===== config.mk =====
export PLATFORM = sky130hd
export DESIGN_NAME = tft_raster_gen
export DESIGN_NICKNAME = d
export VERILOG_FILES = /design/src/rtl/tft_timing_pkg.sv /design/src/rtl/tft_cfg_shadow.sv /design/src/rtl/tft_raster_cnt.sv /design/src/rtl/tft_win.sv /design/src/rtl/tft_raster_gen.sv
export SDC_FILE = /design/constraint.sdc
export NUM_CORES = 1
export LEC_CHECK = 0
export BUFFER_PORTS_ARGS = -buffer_cell sky130_fd_sc_hd__buf_4
export CAP_MARGIN = 20
export CORE_ASPECT_RATIO = 1.75
export CORE_MARGIN = 2
export CORE_UTILIZATION = 25
export CTS_BUF_LIST = sky130_fd_sc_hd__clkbuf_16
export DETAILED_ROUTE_END_ITERATION = 8
export SYNTH_ARGS = -nofsm -noshare
export SYNTH_HDL_FRONTEND = slang
export SYNTH_HIERARCHICAL = 1
export SYNTH_SLANG_ARGS = --single-unit

===== constraint.sdc =====
create_clock -name clk -period 4.85 [get_ports clk]
set_clock_uncertainty 0.15 [all_clocks]
set_input_delay 0.485 -clock clk [delete_from_list [all_inputs] [get_ports clk]]
set_output_delay 0.485 -clock clk [all_outputs]
set_load 0.03 [all_outputs]

===== src/rtl/tft_timing_pkg.sv =====
`timescale 1ns/1ps
package tft_timing_pkg;

  // Raw field widths as presented at the block edge
  localparam int HF_W  = 7;   // fields counted in units of 8 pixels
  localparam int HP_W  = 10;  // horizontal position fields
  localparam int VF_W  = 10;  // vertical fields
  localparam int VPW_W = 3;   // frame sync width field
  // Working width for decoded positions: holds start + length + wrap
  localparam int POS_W = 12;

  // Window slots
  localparam int WIN_LS  = 0;
  localparam int WIN_HDE = 1;
  localparam int WIN_FS  = 2;
  localparam int WIN_VDE = 3;
  localparam int NUM_WIN = 4;

  typedef struct packed {
    logic [HF_W-1:0]  htot;
    logic [HF_W-1:0]  hact;
    logic [HP_W-1:0]  hact_start;
    logic [HP_W-1:0]  hsync_start;
    logic [HF_W-1:0]  hsync_wid;
    logic [VF_W-1:0]  vtot;
    logic [VF_W-1:0]  vact;
    logic [VF_W-1:0]  vact_start;
    logic [VF_W-1:0]  vsync_start;
    logic [VPW_W-1:0] vsync_wid;
    logic             hpol;
    logic             vpol;
  } tft_raw_cfg_t;

  typedef struct packed {
    logic [POS_W-1:0] tot;
    logic [POS_W-1:0] start;
    logic [POS_W-1:0] len;
  } tft_win_cfg_t;

endpackage


===== src/rtl/tft_cfg_shadow.sv =====
`timescale 1ns/1ps
module tft_cfg_shadow
  import tft_timing_pkg::*;
(
  input  logic         clk,
  input  logic         rst_n,
  input  logic         frame_start,
  input  tft_raw_cfg_t raw_i,
  output tft_raw_cfg_t eff_o
);

  tft_raw_cfg_t shadow_q;

  // At the first pixel the live fields take effect at once
  always_comb begin
    eff_o = frame_start ? raw_i : shadow_q;
  end

  always_ff @(posedge clk or negedge rst_n) begin
    if (!rst_n) begin
      shadow_q <= '0;
    end else if (frame_start) begin
      shadow_q <= raw_i;
    end
  end

endmodule


===== src/rtl/tft_raster_cnt.sv =====
`timescale 1ns/1ps
module tft_raster_cnt
  import tft_timing_pkg::*;
#(
  parameter int HC_W = 10,
  parameter int VC_W = 10
) (
  input  logic             clk,
  input  logic             rst_n,
  input  logic [POS_W-1:0] htot,
  input  logic [POS_W-1:0] vtot,
  output logic [HC_W-1:0]  h_q,
  output logic [VC_W-1:0]  v_q,
  output logic             frame_start
);

  logic            h_last;
  logic            v_last;
  logic [HC_W-1:0] h_nx;
  logic [VC_W-1:0] v_nx;

  always_comb begin
    h_last      = (POS_W'(h_q) == (htot - POS_W'(1)));
    v_last      = (POS_W'(v_q) == (vtot - POS_W'(1)));
    frame_start = (h_q == '0) && (v_q == '0);
    h_nx        = h_last ? '0 : h_q + HC_W'(1);
    v_nx        = v_q;
    if (h_last) begin
      v_nx = v_last ? '0 : v_q + VC_W'(1);
    end
  end

  always_ff @(posedge clk or negedge rst_n) begin
    if (!rst_n) begin
      h_q <= '0;
      v_q <= '0;
    end else begin
      h_q <= h_nx;
      v_q <= v_nx;
    end
  end

endmodule


===== src/rtl/tft_win.sv =====
`timescale 1ns/1ps
module tft_win
  import tft_timing_pkg::*;
(
  input  logic [POS_W-1:0] pos_i,
  input  tft_win_cfg_t     cfg_i,
  output logic             hit_o
);

  logic [POS_W-1:0] pos_wrap;
  logic [POS_W-1:0] stop;

  // A position is inside if it, or its copy one total later, is in range
  always_comb begin
    pos_wrap = pos_i + cfg_i.tot;
    stop     = cfg_i.start + cfg_i.len;
    hit_o    = ((pos_i    >= cfg_i.start) && (pos_i    < stop)) ||
               ((pos_wrap >= cfg_i.start) && (pos_wrap < stop));
  end

endmodule


===== src/rtl/tft_raster_gen.sv =====
`timescale 1ns/1ps
module tft_raster_gen
  import tft_timing_pkg::*;
#(
  parameter int PIX_W = 18,
  parameter int HC_W  = HF_W + 3,
  parameter int VC_W  = VF_W
) (
  input  logic              clk,
  input  logic              rst_n,
  input  logic [HF_W-1:0]   htot_f,
  input  logic [HF_W-1:0]   hact_f,
  input  logic [HP_W-1:0]   hact_start_f,
  input  logic [HP_W-1:0]   hsync_start_f,
  input  logic [HF_W-1:0]   hsync_wid_f,
  input  logic [VF_W-1:0]   vtot_f,
  input  logic [VF_W-1:0]   vact_f,
  input  logic [VF_W-1:0]   vact_start_f,
  input  logic [VF_W-1:0]   vsync_start_f,
  input  logic [VPW_W-1:0]  vsync_wid_f,
  input  logic              hsync_pol,
  input  logic              vsync_pol,
  input  logic [PIX_W-1:0]  pix_in,
  output logic              line_sync,
  output logic              frame_sync,
  output logic              data_rdy,
  output logic              shift_en,
  output logic [PIX_W-1:0]  pix_out,
  output logic [HC_W-1:0]   h_cnt,
  output logic [VC_W-1:0]   v_cnt
);

  localparam int RST_STAGES = 2;

  // Reset: asserted at once, released after RST_STAGES edges
  logic [RST_STAGES-1:0] rst_pipe_q;
  logic                  rst_int_n;

  always_ff @(posedge clk or negedge rst_n) begin
    if (!rst_n) begin
      rst_pipe_q <= '0;
    end else begin
      rst_pipe_q <= {rst_pipe_q[RST_STAGES-2:0], 1'b1};
    end
  end
  assign rst_int_n = rst_pipe_q[RST_STAGES-1];

  tft_raw_cfg_t cfg_raw;
  tft_raw_cfg_t cfg_eff;
  logic         frame_start;
  logic [HC_W-1:0] h_q;
  logic [VC_W-1:0] v_q;

  always_comb begin
    cfg_raw.htot        = htot_f;
    cfg_raw.hact        = hact_f;
    cfg_raw.hact_start  = hact_start_f;
    cfg_raw.hsync_start = hsync_start_f;
    cfg_raw.hsync_wid   = hsync_wid_f;
    cfg_raw.vtot        = vtot_f;
    cfg_raw.vact        = vact_f;
    cfg_raw.vact_start  = vact_start_f;
    cfg_raw.vsync_start = vsync_start_f;
    cfg_raw.vsync_wid   = vsync_wid_f;
    cfg_raw.hpol        = hsync_pol;
    cfg_raw.vpol        = vsync_pol;
  end

  tft_cfg_shadow u_shadow (
    .clk         (clk),
    .rst_n       (rst_int_n),
    .frame_start (frame_start),
    .raw_i       (cfg_raw),
    .eff_o       (cfg_eff)
  );

  // Field decode to true positions and lengths
  logic [POS_W-1:0] ht;
  logic [POS_W-1:0] vt;
  tft_win_cfg_t     win_cfg [NUM_WIN];
  logic [POS_W-1:0] win_pos [NUM_WIN];
  logic [NUM_WIN-1:0] win_hit;

  always_comb begin
    ht = POS_W'({cfg_eff.htot, 3'b000}) + POS_W'(8);
    vt = POS_W'(cfg_eff.vtot) + POS_W'(1);

    win_cfg[WIN_LS].tot    = ht;
    win_cfg[WIN_LS].start  = POS_W'(cfg_eff.hsync_start) + POS_W'(1);
    win_cfg[WIN_LS].len    = POS_W'(cfg_eff.hsync_wid) + POS_W'(1);
    win_pos[WIN_LS]        = POS_W'(h_q);

    win_cfg[WIN_HDE].tot   = ht;
    win_cfg[WIN_HDE].start = POS_W'(cfg_eff.hact_start) + POS_W'(5);
    win_cfg[WIN_HDE].len   = POS_W'({cfg_eff.hact, 3'b000}) + POS_W'(8);
    win_pos[WIN_HDE]       = POS_W'(h_q);

    win_cfg[WIN_FS].tot    = vt;
    win_cfg[WIN_FS].start  = POS_W'(cfg_eff.vsync_start);
    win_cfg[WIN_FS].len    = POS_W'(cfg_eff.vsync_wid) + POS_W'(1);
    win_pos[WIN_FS]        = POS_W'(v_q);

    win_cfg[WIN_VDE].tot   = vt;
    win_cfg[WIN_VDE].start = POS_W'(cfg_eff.vact_start);
    win_cfg[WIN_VDE].len   = POS_W'(cfg_eff.vact) + POS_W'(1);
    win_pos[WIN_VDE]       = POS_W'(v_q);
  end

  tft_raster_cnt #(
    .HC_W (HC_W),
    .VC_W (VC_W)
  ) u_cnt (
    .clk         (clk),
    .rst_n       (rst_int_n),
    .htot        (ht),
    .vtot        (vt),
    .h_q         (h_q),
    .v_q         (v_q),
    .frame_start (frame_start)
  );

  for (genvar gi = 0; gi < NUM_WIN; gi++) begin : g_win
    tft_win u_win (
      .pos_i (win_pos[gi]),
      .cfg_i (win_cfg[gi]),
      .hit_o (win_hit[gi])
    );
  end

  // Output stage
  logic             ls_nx;
  logic             fs_nx;
  logic             de_nx;
  logic [PIX_W-1:0] pix_nx;

  always_comb begin
    ls_nx  = cfg_eff.hpol ? win_hit[WIN_LS] : ~win_hit[WIN_LS];
    fs_nx  = cfg_eff.vpol ? win_hit[WIN_FS] : ~win_hit[WIN_FS];
    de_nx  = win_hit[WIN_HDE] & win_hit[WIN_VDE];
    pix_nx = de_nx ? pix_in : '0;
  end

  always_ff @(posedge clk or negedge rst_int_n) begin
    if (!rst_int_n) begin
      line_sync  <= 1'b0;
      frame_sync <= 1'b0;
      data_rdy   <= 1'b0;
      shift_en   <= 1'b0;
      pix_out    <= '0;
      h_cnt      <= '0;
      v_cnt      <= '0;
    end else begin
      line_sync  <= ls_nx;
      frame_sync <= fs_nx;
      data_rdy   <= de_nx;
      shift_en   <= 1'b1;
      pix_out    <= pix_nx;
      h_cnt      <= h_q;
      v_cnt      <= v_q;
    end
  end

endmodule


==> flow_metrics.py <==
metrics = {
    "pwr": {
        "p_per_area_nw_per_um2": 313,
        "p_leak_nw": 10.8,
        "ir_drop_mv": 0.303,
    },
    "layout": {
        "final_nets": 2588,
        "layout_common_cells": "480 x buf_4, 258 x ha_1, 144 x dfrtp_1",
        "drive_above_1_share_pct": 36.8,
        "syn_to_final_growth_pct": 44.5,
        "antenna_cells": 0,
        "instances_no_fill": 2994,
        "final_common_cell": "buf_4",
    },
    "global_routing": {
        "grt_usage_pct": 15.4,
        "antenna_found_initial": 0,
        "grt-ovfl-total": 0,
        "grt_pass1_vias": 15200,
        "grt_max_degree": 53,
        "grt_first_pass_wirelength_um": 76000,
    },
    "logic_synthesis": {
        "synth_ff_type": "dfrtp_1",
        "synth_mux_area_share_pct": 7.41,
        "synthCells": 1602,
        "synthAdderAreaFrac_pct": 24.3,
        "yosysSeqAreaShare_pct": 24.4,
        "synth_top_family_by_area": "adder cells",
        "ys_types": 89,
        "synth_top_area_cell": "dfrtp_1",
        "ys_ff_latch": 150,
        "synth_top_cell_area_share_pct": 24.4,
        "synth-simple-area-share_pct": 14.6,
        "async_flop_share_pct": 100,
        "synth_compound_area_share_pct": 16.5,
        "yosysWarnings": 6,
        "syn_area_um2": 15400,
        "syn_avg_cell_area_um2": 9.60,
        "synth-edff-count": 0,
        "yosys-top-cells-area": "dfrtp_1 24%, ha_1 23%, xnor2_1 5.0%, xor2_1 3.9%, mux2_4 3.9%",
        "synth-xor-area-share_pct": 8.89,
    },
    "timing": {
        "period_minus_slack_ns": 5.57,
        "max_freq_mhz": 180,
        "relSlewSlack_pct": 52.4,
        "rsz0062_at_grt": "yes",
        "fin_crit_sh_pct": 115,
        "holdWs_ns": 0.108,
        "setup_violations": 21,
        "maxSlewViolCount": 0,
        "worst_pin_slew_ns": 0.713,
        "layout_setup_ws_ns": -0.719,
        "hold_viol_final": 0,
    },
    "clock_tree": {
        "cts.sinks": 150,
        "worst_setup_hold_path_clk_slew_ns": 0.07,
        "cts_buffer_depth": 2,
        "insertion_delay_ns": 0.47,
        "cts_made_buffers": 17,
        "tritoncts": "built",
        "cts-root-buf": "clkbuf_16",
        "cts_htree_levels": 4,
    },
    "run_status": {
        "violations": "negative setup slack",
        "outcome": "complete, but fails checks",
    },
    "critical_path": {
        "worst_setup_path_start_kind": "register",
        "crit_required_ns": 5.10,
        "reg2regPathDepth": 25,
        "crit_path_max_fanout": 8,
        "r2r_slack_ns": -0.72,
        "cp.arrival_ns": 5.82,
        "crit_type": "reg -> reg",
        "timing.rr.end": "pix_out[17]",
        "r2r_start": "u_cnt/h_q[1]",
        "cp-end-kind": "register",
    },
    "placement": {
        "gp_congestion": 0.837,
        "dp_cells": 2910,
        "dp_hpwl_um": 38400,
        "numPortBuffers": 147,
    },
    "route": {
        "routedWlPerCell_um": 16.4,
        "vias_per_cell": 4.71,
        "drt-pass1-iter-count": 5,
        "vias": 14100,
        "postRouteAntennaNets": 0,
        "initialDrtViolationCount": 446,
        "drt-total-wl_um": 49000,
        "drc": 0,
    },
    "min_path": {
        "hold_depth": 2,
        "min_to": "pix_out[10]",
        "hold_start": "pix_in[10]",
        "hold_class": "in -> reg",
    },
    "floorplanning": {
        "initial_core_util_pct": 25.2,
        "coreArea_um2": 61000,
        "fp.dieW_um": 191,
        "pin_count": 148,
        "dieArea_um2": 63600,
        "fp.dieH_um": 332,
        "rows": 120,
    },
    "run": {
        "cap_violations": 0,
    },
}
-- cells in the mapped netlist (all sizes together), types with 13 or more instances --
master,instances
dfrtp,150
buf,14
o21ai,62
ha,286
clkbuf,13
a211oi,18
inv,101
mux2,87
nor2,101
a21o,46
and3,32
nand2,69
nand3,48
nor2b,13
nand2b,21
nand4,34
o21bai,19
xnor2,87
a21oi,102
nor3,44
xor2,69
-- flip-flops by register name (all words and copies together) (netlist names) --
name	flops
shift_en	1
u_shadow/shadow_q	86
line_sync	1
h_cnt	10
frame_sync	1
u_cnt/h_q	10
pix_out	18
data_rdy	1
u_cnt/v_q	10
rst_pipe_q	2
v_cnt	10
-- cell type report --
cell class	count	area, µm²
flip-flops and latches	150	3760
clock inverters	15	175
repair buffers	510	4090
fillers	6174	38700
well taps	793	992
multi-input cells	1408	12400
inverters	101	379
clock buffers	17	425
-- critical path, cell delays in order, from the launching register on --
cell and delay [ns]:
dfrtp_2 0.41, inv_2 0.07, ha_4 0.12, nor4b_4 0.20, nand4_1 0.18, nor4_4 0.18
buf_6 0.17, buf_12 0.14, mux2_4 0.34, ha_4 0.20, o21ai_4 0.14, xnor2_2 0.10
ha_1 0.32, o21ai_2 0.18, a21oi_2 0.07, o41ai_4 0.38, xor2_2 0.26, ha_1 0.29
a211o_1 0.31, a211oi_2 0.20, o21ai_1 0.10, a221oi_1 0.35, a32o_2 0.22, buf_12 0.14
buf_12 0.12, and3_4 0.17
-- where the power goes --
group | leakage (nW) | internal, W | switching (W)
Sequential | 1.95 | 0.00140 | 0.0000763
Clock | 0.294 | 0.000812 | 0.000626
Combinational | 8.51 | 0.00188 | 0.00216
-- per-layer routing --
layer	part of all wire, %	global-route usage, %
met5	0	0
met2	58	31.5
met3	2.5	1.99
met1	36	14.7
met4	3.2	6.46
-- through the flow --
stage / setup slack, ns / power, W / TNS [ns] / utilization, % / instance area, µm²
finish: -0.719 / 0.00695 / -14.12 / 36.4 / 22200
global route: -0.940 / 0.00755 / -19.03 / 36.4 / 22200
CTS: -0.573 / 0.00681 / -11.66 / 34.9 / 21300
detailed placement: -0.648 / 0.00524 / -13.04 / 33.2 / 20200
global placement: -0.473 / 0.00508 / -9.39 / 33.2 / 20200
floorplan: -0.335 / 0.00386 / -6.25 / - / 16000
-- worst max-delay path by stage --
| stage | startpoint | end | slack, ns |
|---|---|---|---|
| after floorplan | u_cnt/h_q[1] | pix_out[11] | -0.33 |
| after global placement | u_cnt/v_q[3] | line_sync | -0.47 |
| after global routing | u_cnt/h_q[1] | pix_out[6] | -0.94 |
| final | u_cnt/h_q[1] | pix_out[17] | -0.72 |
| after CTS | u_cnt/h_q[0] | pix_out[12] | -0.57 |
| after detailed placement | u_cnt/h_q[1] | line_sync | -0.65 |
-- what timing repair did --
item / CTS / global route
setup endpoints to repair: 27 / 32
hold buffers: 1 / 0
pin swaps: 19 / 67
endpoints found under the hold margin: 2 / 0
buffers inserted: 17 / 30
gates resized for setup: 55 / 118
gates cloned: 2 / 3
-- cell families after synthesis --
| group | count (synthesis) |
|---|---|
| simple gates | 427 |
| compound gates | 357 |
| xor+xnor | 156 |
| flops | 150 |
| mux | 88 |
| fa+ha+maj | 294 |
| other cells | 2 |
| buf+inv | 128 |
(Power assumes the default switching activity.)
